[src/rtl/fmul_sp_pkg.sv]
package fmul_sp_pkg;

    localparam int WORD_W  = 32;
    localparam int EXP_W   = 8;
    localparam int FRAC_W  = 23;
    localparam int SIG_W   = FRAC_W + 1;
    localparam int PROD_W  = 2 * SIG_W;
    localparam int EXT_W   = EXP_W + 3;
    localparam int BIAS    = (1 << (EXP_W - 1)) - 1;
    localparam int EXP_TOP = (1 << EXP_W) - 1;
    // biased sum at which the unbiased sum reaches BIAS
    localparam int OVF_SUM = 3 * BIAS;

    typedef enum logic [1:0] {
        OPC_ZERO,
        OPC_NORM,
        OPC_INF,
        OPC_NAN
    } opclass_e;

    typedef struct packed {
        logic              sign;
        logic [EXP_W-1:0]  exp;
        logic [FRAC_W-1:0] frac;
        opclass_e          cls;
    } operand_t;

    typedef enum logic [1:0] {
        OUT_IDLE,
        OUT_WRITE,
        OUT_TRAP
    } out_state_e;

endpackage

[src/rtl/fmul_sp_decode.sv]
module fmul_sp_decode
    import fmul_sp_pkg::*;
(
    input  logic [WORD_W-1:0] word,
    output operand_t          opnd
);

    logic [EXP_W-1:0]  exp_field;
    logic [FRAC_W-1:0] frac_field;

    assign exp_field  = word[WORD_W-2 -: EXP_W];
    assign frac_field = word[FRAC_W-1:0];

    always_comb begin
        opnd.sign = word[WORD_W-1];
        opnd.exp  = exp_field;
        opnd.frac = frac_field;
        if (exp_field == '0) begin
            opnd.cls = OPC_ZERO;
        end else if (exp_field == EXP_W'(EXP_TOP)) begin
            opnd.cls = (frac_field != '0) ? OPC_NAN : OPC_INF;
        end else begin
            opnd.cls = OPC_NORM;
        end
    end

endmodule

[src/rtl/fmul_sp_exp_guard.sv]
module fmul_sp_exp_guard
    import fmul_sp_pkg::*;
(
    input  logic [EXP_W-1:0]        exp_a,
    input  logic [EXP_W-1:0]        exp_b,
    output logic                    early_ovf,
    output logic signed [EXT_W-1:0] exp_base
);

    logic [EXT_W-1:0] exp_sum;

    assign exp_sum   = EXT_W'(exp_a) + EXT_W'(exp_b);
    // fractions deliberately ignored: a significand product up to 4 is assumed
    assign early_ovf = (exp_sum >= EXT_W'(OVF_SUM));
    assign exp_base  = $signed(exp_sum) - $signed(EXT_W'(BIAS));

endmodule

[src/rtl/fmul_sp_sig_round.sv]
module fmul_sp_sig_round
    import fmul_sp_pkg::*;
(
    input  logic [FRAC_W-1:0]       frac_a,
    input  logic [FRAC_W-1:0]       frac_b,
    input  logic signed [EXT_W-1:0] exp_base,
    output logic [FRAC_W-1:0]       frac_out,
    output logic [EXP_W-1:0]        exp_out,
    output logic                    inexact,
    output logic                    underflow
);

    logic [PROD_W-1:0]       prod;
    logic                    norm;
    logic [FRAC_W-1:0]       frac_sel;
    logic                    guard_bit;
    logic                    sticky_bit;
    logic                    round_up;
    logic [FRAC_W:0]         frac_sum;
    logic                    carry;
    logic signed [EXT_W-1:0] exp_norm;

    assign prod = PROD_W'({1'b1, frac_a}) * PROD_W'({1'b1, frac_b});
    assign norm = prod[PROD_W-1];

    always_comb begin
        if (norm) begin
            frac_sel   = prod[PROD_W-2 -: FRAC_W];
            guard_bit  = prod[FRAC_W];
            sticky_bit = |prod[FRAC_W-1:0];
        end else begin
            frac_sel   = prod[PROD_W-3 -: FRAC_W];
            guard_bit  = prod[FRAC_W-1];
            sticky_bit = |prod[FRAC_W-2:0];
        end
    end

    assign round_up  = guard_bit & (sticky_bit | frac_sel[0]);
    assign frac_sum  = {1'b0, frac_sel} + (FRAC_W+1)'(round_up);
    assign carry     = frac_sum[FRAC_W];
    assign exp_norm  = exp_base + $signed({{(EXT_W-1){1'b0}}, norm});
    assign underflow = (exp_norm <= 0);
    assign inexact   = guard_bit | sticky_bit;
    assign frac_out  = carry ? '0 : frac_sum[FRAC_W-1:0];
    assign exp_out   = exp_norm[EXP_W-1:0] + EXP_W'(carry);

endmodule

[src/rtl/fmul_sp_early_ovf.sv]
module fmul_sp_early_ovf
    import fmul_sp_pkg::*;
(
    input  logic              clk,
    input  logic              rst_n,
    input  logic              in_valid,
    input  logic [WORD_W-1:0] op_a,
    input  logic [WORD_W-1:0] op_b,
    input  logic              trap_en,
    output logic [WORD_W-1:0] result,
    output logic              ovf_flag,
    output logic              inx_flag,
    output logic              exc_req,
    output logic              out_valid
);

    localparam logic [WORD_W-1:0] QNAN_WORD = {1'b0, {EXP_W{1'b1}}, 1'b1, {(FRAC_W-1){1'b0}}};
    localparam logic [WORD_W-2:0] SAT_MAG   = {EXP_W'(EXP_TOP - 1), {FRAC_W{1'b1}}};

    operand_t                opnd_a;
    operand_t                opnd_b;
    logic                    early_ovf;
    logic signed [EXT_W-1:0] exp_base;
    logic [FRAC_W-1:0]       rnd_frac;
    logic [EXP_W-1:0]        rnd_exp;
    logic                    rnd_inexact;
    logic                    rnd_underflow;

    logic                    prod_sign;
    logic [WORD_W-1:0]       res_d;
    logic                    ovf_d;
    logic                    inx_d;
    logic                    trap_hit;

    out_state_e              state_q;
    out_state_e              state_d;

    fmul_sp_decode u_dec_a (.word(op_a), .opnd(opnd_a));
    fmul_sp_decode u_dec_b (.word(op_b), .opnd(opnd_b));

    fmul_sp_exp_guard u_guard (
        .exp_a     (opnd_a.exp),
        .exp_b     (opnd_b.exp),
        .early_ovf (early_ovf),
        .exp_base  (exp_base)
    );

    fmul_sp_sig_round u_round (
        .frac_a    (opnd_a.frac),
        .frac_b    (opnd_b.frac),
        .exp_base  (exp_base),
        .frac_out  (rnd_frac),
        .exp_out   (rnd_exp),
        .inexact   (rnd_inexact),
        .underflow (rnd_underflow)
    );

    assign prod_sign = opnd_a.sign ^ opnd_b.sign;

    // result selection, specials before the exponent guard
    always_comb begin
        res_d = {prod_sign, {(WORD_W-1){1'b0}}};
        ovf_d = 1'b0;
        inx_d = 1'b0;
        if (opnd_a.cls == OPC_NAN || opnd_b.cls == OPC_NAN ||
            (opnd_a.cls == OPC_INF && opnd_b.cls == OPC_ZERO) ||
            (opnd_b.cls == OPC_INF && opnd_a.cls == OPC_ZERO)) begin
            res_d = QNAN_WORD;
        end else if (opnd_a.cls == OPC_INF || opnd_b.cls == OPC_INF) begin
            res_d = {prod_sign, {EXP_W{1'b1}}, {FRAC_W{1'b0}}};
        end else if (opnd_a.cls == OPC_ZERO || opnd_b.cls == OPC_ZERO) begin
            res_d = {prod_sign, {(WORD_W-1){1'b0}}};
        end else if (early_ovf) begin
            res_d = {prod_sign, SAT_MAG};
            ovf_d = 1'b1;
            inx_d = 1'b1;
        end else if (rnd_underflow) begin
            res_d = {prod_sign, {(WORD_W-1){1'b0}}};
            inx_d = 1'b1;
        end else begin
            res_d = {prod_sign, rnd_exp, rnd_frac};
            inx_d = rnd_inexact;
        end
    end

    assign trap_hit = ovf_d & trap_en;

    // next-state logic
    always_comb begin
        state_d = OUT_IDLE;
        unique case (state_q)
            OUT_IDLE, OUT_WRITE, OUT_TRAP: begin
                if (in_valid) begin
                    state_d = trap_hit ? OUT_TRAP : OUT_WRITE;
                end
            end
            default: state_d = OUT_IDLE;
        endcase
    end

    // state register
    always_ff @(posedge clk or negedge rst_n) begin
        if (!rst_n) begin
            state_q <= OUT_IDLE;
        end else begin
            state_q <= state_d;
        end
    end

    // output registers
    always_ff @(posedge clk or negedge rst_n) begin
        if (!rst_n) begin
            result   <= '0;
            ovf_flag <= 1'b0;
            inx_flag <= 1'b0;
        end else begin
            if (state_d == OUT_WRITE) begin
                result <= res_d;
            end
            ovf_flag <= in_valid & ovf_d;
            inx_flag <= in_valid & inx_d;
        end
    end

    assign out_valid = (state_q != OUT_IDLE);
    assign exc_req   = (state_q == OUT_TRAP);

    // one-cycle latency and no spurious completion
    assert_latency_R1: assert property (@(posedge clk) disable iff (!rst_n)
        in_valid |=> out_valid);
    assert_no_spurious_R1: assert property (@(posedge clk) disable iff (!rst_n)
        !in_valid |=> !out_valid);

    // exponent-only decision for two normal operands
    assert_early_ovf_R2: assert property (@(posedge clk) disable iff (!rst_n)
        (in_valid && op_a[30:23] != 8'h00 && op_a[30:23] != 8'hFF &&
         op_b[30:23] != 8'h00 && op_b[30:23] != 8'hFF &&
         ({1'b0, op_a[30:23]} + {1'b0, op_b[30:23]}) >= 9'd381) |=> ovf_flag);

    // saturated magnitude on an untrapped overflow
    assert_sat_value_R3: assert property (@(posedge clk) disable iff (!rst_n)
        (out_valid && ovf_flag && !exc_req) |-> (result[30:0] == 31'h7F7FFFFF));

    // overflow always inexact
    assert_ovf_inexact_R4: assert property (@(posedge clk) disable iff (!rst_n)
        ovf_flag |-> inx_flag);

    // trap holds the destination and reports overflow
    assert_trap_hold_R5: assert property (@(posedge clk) disable iff (!rst_n)
        exc_req |-> ($stable(result) && ovf_flag && out_valid));

    // flags quiet outside completion cycles
    assert_flags_quiet_R11: assert property (@(posedge clk) disable iff (!rst_n)
        !out_valid |-> !(ovf_flag || inx_flag || exc_req));

endmodule

[config.mk]
export PLATFORM = sky130hd
export DESIGN_NAME = fmul_sp_early_ovf
export DESIGN_NICKNAME = d
export VERILOG_FILES = /design/src/rtl/fmul_sp_pkg.sv /design/src/rtl/fmul_sp_decode.sv /design/src/rtl/fmul_sp_exp_guard.sv /design/src/rtl/fmul_sp_sig_round.sv /design/src/rtl/fmul_sp_early_ovf.sv
export SDC_FILE = /design/constraint.sdc
export NUM_CORES = 2
export LEC_CHECK = 0
export BUFFER_PORTS_ARGS = -buffer_cell sky130_fd_sc_hd__buf_2
export CAP_MARGIN = 0
export CELL_PAD_IN_SITES_DETAIL_PLACEMENT = 0
export CELL_PAD_IN_SITES_GLOBAL_PLACEMENT = 1
export CORE_MARGIN = 5
export CORE_UTILIZATION = 50
export DETAILED_ROUTE_END_ITERATION = 8
export MAX_ROUTING_LAYER = met4
export PLACE_DENSITY_LB_ADDON = 0.08
export SLEW_MARGIN = 25
export SYNTH_ARGS = -nofsm -noshare
export SYNTH_HDL_FRONTEND = slang
export SYNTH_HIERARCHICAL = 1
export SYNTH_SLANG_ARGS = --single-unit
[constraint.sdc]
create_clock -name clk -period 1.5 [get_ports clk]
set_input_delay 0.225 -clock clk [delete_from_list [all_inputs] [get_ports clk]]
set_output_delay 0.225 -clock clk [all_outputs]
set_load 0.02 [all_outputs]
==> flow_summary.ini <==
[detailed_routing]
wl_um = 72320
avgViaCountPerCell = 5.270
drt_iter0_drc = 1103
vias = 20870
drc = 0
drtAntennaViolNets = 0
first_pass_iters = 5
wl_per_cell_um = 18.26

[sta]
setup_viol = 36
finalHoldViolCount = 0
timing.fmax_ghz = 0.1188
fin_crit_ps = 8421
layout_setup_ws_ps = -6921
rsz0062_at_grt = true
slew_headroom_pct = 53.49
report.final.slew_viol_count = 0
skew_ps = 3.425
tightest_slew_ps = 695.4
fin_crit_sh_pct = 561.4

[critical_path]
critPathKind = input port to flip-flop
crit_path_max_fanout = 12
slowest_stage = fa_1
ff2ff_path_depth = 4
cp.required_ps = 1670
cp_data_arrival_time_ps = 8590
end_kind = flip-flop
setup.worst_path.start_class = input port
cp_slowest_stage_delay_ps = 580
r2r_slack_ps = 80
reg2reg_from = state_q[0]$_DFF_PN0_
r2r-end = result[25]$_DFFE_PN0N_
endpoint = result[27]$_DFFE_PN0N_
worstSetupStartpoint = op_b[4]
cpMostUsedCell = fa_1

[grt]
grt_pass1_wl_um = 118500
busiest_layer = met2
grtUsageMet3_pct = 3.985
grt_max_degree = 37
grt_use_met2_pct = 47.63
grt.overflow.total = 0
grtUsageTotal_pct = 28.61
grt_pass1_vias = 22830
antenna_found_initial = 1
globalRouteMet1Util_pct = 36.99

[clock_network]
clk_pin_slew_ps = 50
clk_latency_ps = 290
htree_levels = 2
cts_tree = done
cts_made_buffers = 5
root_buffer = clkbuf_16
clock-sinks = 36
clockBufferDepth = 2

[floorplan]
die-area_sq_mm = 0.05286
die_w_um = 229.9
die_h_um = 229.9
ios = 104
start_util_pct = 50.64
rows = 80
core_area_sq_mm = 0.04775

[cells_and_area]
finish.instance_area_sq_mm = 0.03077
layout.cells.non_filler = 3960
drive_gt1_share_pct = 29.02
fin_nets = 4080
area_growth_syn_to_layout_pct = 27.25

[yosys]
synth_edf_count = 0
synthMostInstantiatedCell = inv_1
yosys.area.top_type_share_pct = 39.99
yosys_warnings = 6
synth_nets = 3609
ys_async_sr_fraction_pct = 100.0
synth_ff_type = dfrtp_1
syn-cell-area_sq_mm = 0.02418
ys_seq_area_share_pct = 3.726
yosysUniqueCellTypes = 103
syn_area_per_cell_sq_um = 8.422
synthTopCellsByCount = 609 x inv_1, 483 x fa_1, 326 x nand2_1
ys_seq_elements = 36
synth_area_leaders = fa_1 40%, ha_1 9.7%, inv_1 9.5%
yosysTopAreaCell = fa_1
syn_inst = 2871

[run_status]
failed_checks = setup timing
status = finished, violations left

[placed_design]
place_congestion = 0.9373
numPortBuffers = 103
placed_cells = 3900
dp_hpwl_um = 61700
post_dp_cell_area_sq_mm = 0.02878

[flow_run]
max_cap_violations = 0

[worst_hold_path]
hold_path_class = input port to flip-flop
## kinds of logic after synthesis
kind of cell	share of synthesized area [%]
XOR/XNOR	3.327
buffers and inverters	13.93
AO/OA/AOI/OAI	8.264
flip-flops	3.726
multiplexers	1.097
AND/OR/NAND/NOR	19.99
adder cells (fa/ha/maj)	49.66
## through the flow
step           hold slack, ps  TNS [ps]  util [%]  setup slack (ps)
4_1_cts                 199.8   -212610     62.87             -6838
2_1_floorplan          -70.59   -203080         -             -6955
3_5_place_dp            292.3   -234250     60.27             -7480
6_report                205.3   -213970     64.44             -6921
5_1_grt                 203.7   -222690     64.43             -7209
3_3_place_gp            273.6   -232540     60.27             -7420
## cells in the final DEF (no fill, tap or decap), types with 60 or more instances in the layout
cell type / netlist / routed
inv_1: 609 / 587
buf_2: 22 / 60
nand2_1: 326 / 314
and2_1: 255 / 238
ha_1: 187 / 160
nor2_1: 133 / 121
buf_4: 69 / 508
buf_6: 1 / 64
a21oi_1: 99 / 69
fa_1: 483 / 464
## sequential cells by signal, summed over array words and instances, names as in the netlist
signal and flops:
inx_flag 1, ovf_flag 1, result 32, state_q 2
## critical path, delay by kind of cell
family	cells	cell delay, ps
AO/OA/AOI/OAI	7	1320
XOR/XNOR	1	150
adder cells (fa/ha/maj)	10	4140
buffers and inverters	8	760
multiplexers	1	250
AND/OR/NAND/NOR	9	1740
## timing repair
item / 4_1_cts / 5_1_grt
gates cloned: 5 / 0
hold buffers: 1 / 0
buffers inserted: 28 / 16
resized for setup: 200 / 149
endpoints found under the setup margin: 36 / 36
endpoints found under the hold margin: 16 / 0
pin swaps: 91 / 91
## worst min path at each step
stage | end | depth (start not counted) | slack [ps] | start
floorplan | inx_flag$_DFF_PN0_ | 0 | -70 | rst_n
global placement | result[14]$_DFFE_PN0N_ | 2 | 270 | rst_n
detailed placement | result[17]$_DFFE_PN0N_ | 2 | 290 | rst_n
CTS | inx_flag$_DFF_PN0_ | 2 | 200 | in_valid
global route | inx_flag$_DFF_PN0_ | 2 | 200 | in_valid
finish | inx_flag$_DFF_PN0_ | 2 | 210 | in_valid
## cell type report
| class | instances | area [sq um] |
|---|---|---|
| clock buffer | 8 | 146.4 |
| fill | 4268 | 16980 |
| inverter | 614 | 2330 |
| timing repair buffer | 668 | 5500 |
| multi-input combinational | 2017 | 21120 |
| sequential | 36 | 900.9 |
| antenna | 2 | 5.005 |
| tap | 615 | 769.5 |
## metal layers
layer,vias to the layer above,part of all wire (%)
li1,9680,-
met2,520,49
met3,130,5.1
met4,0,3.6
met5,-,0
met1,10540,42
Power is left out: the tool's default activity adds up to more than one toggle a clock period on the data nets, which glitch-free logic cannot reach.
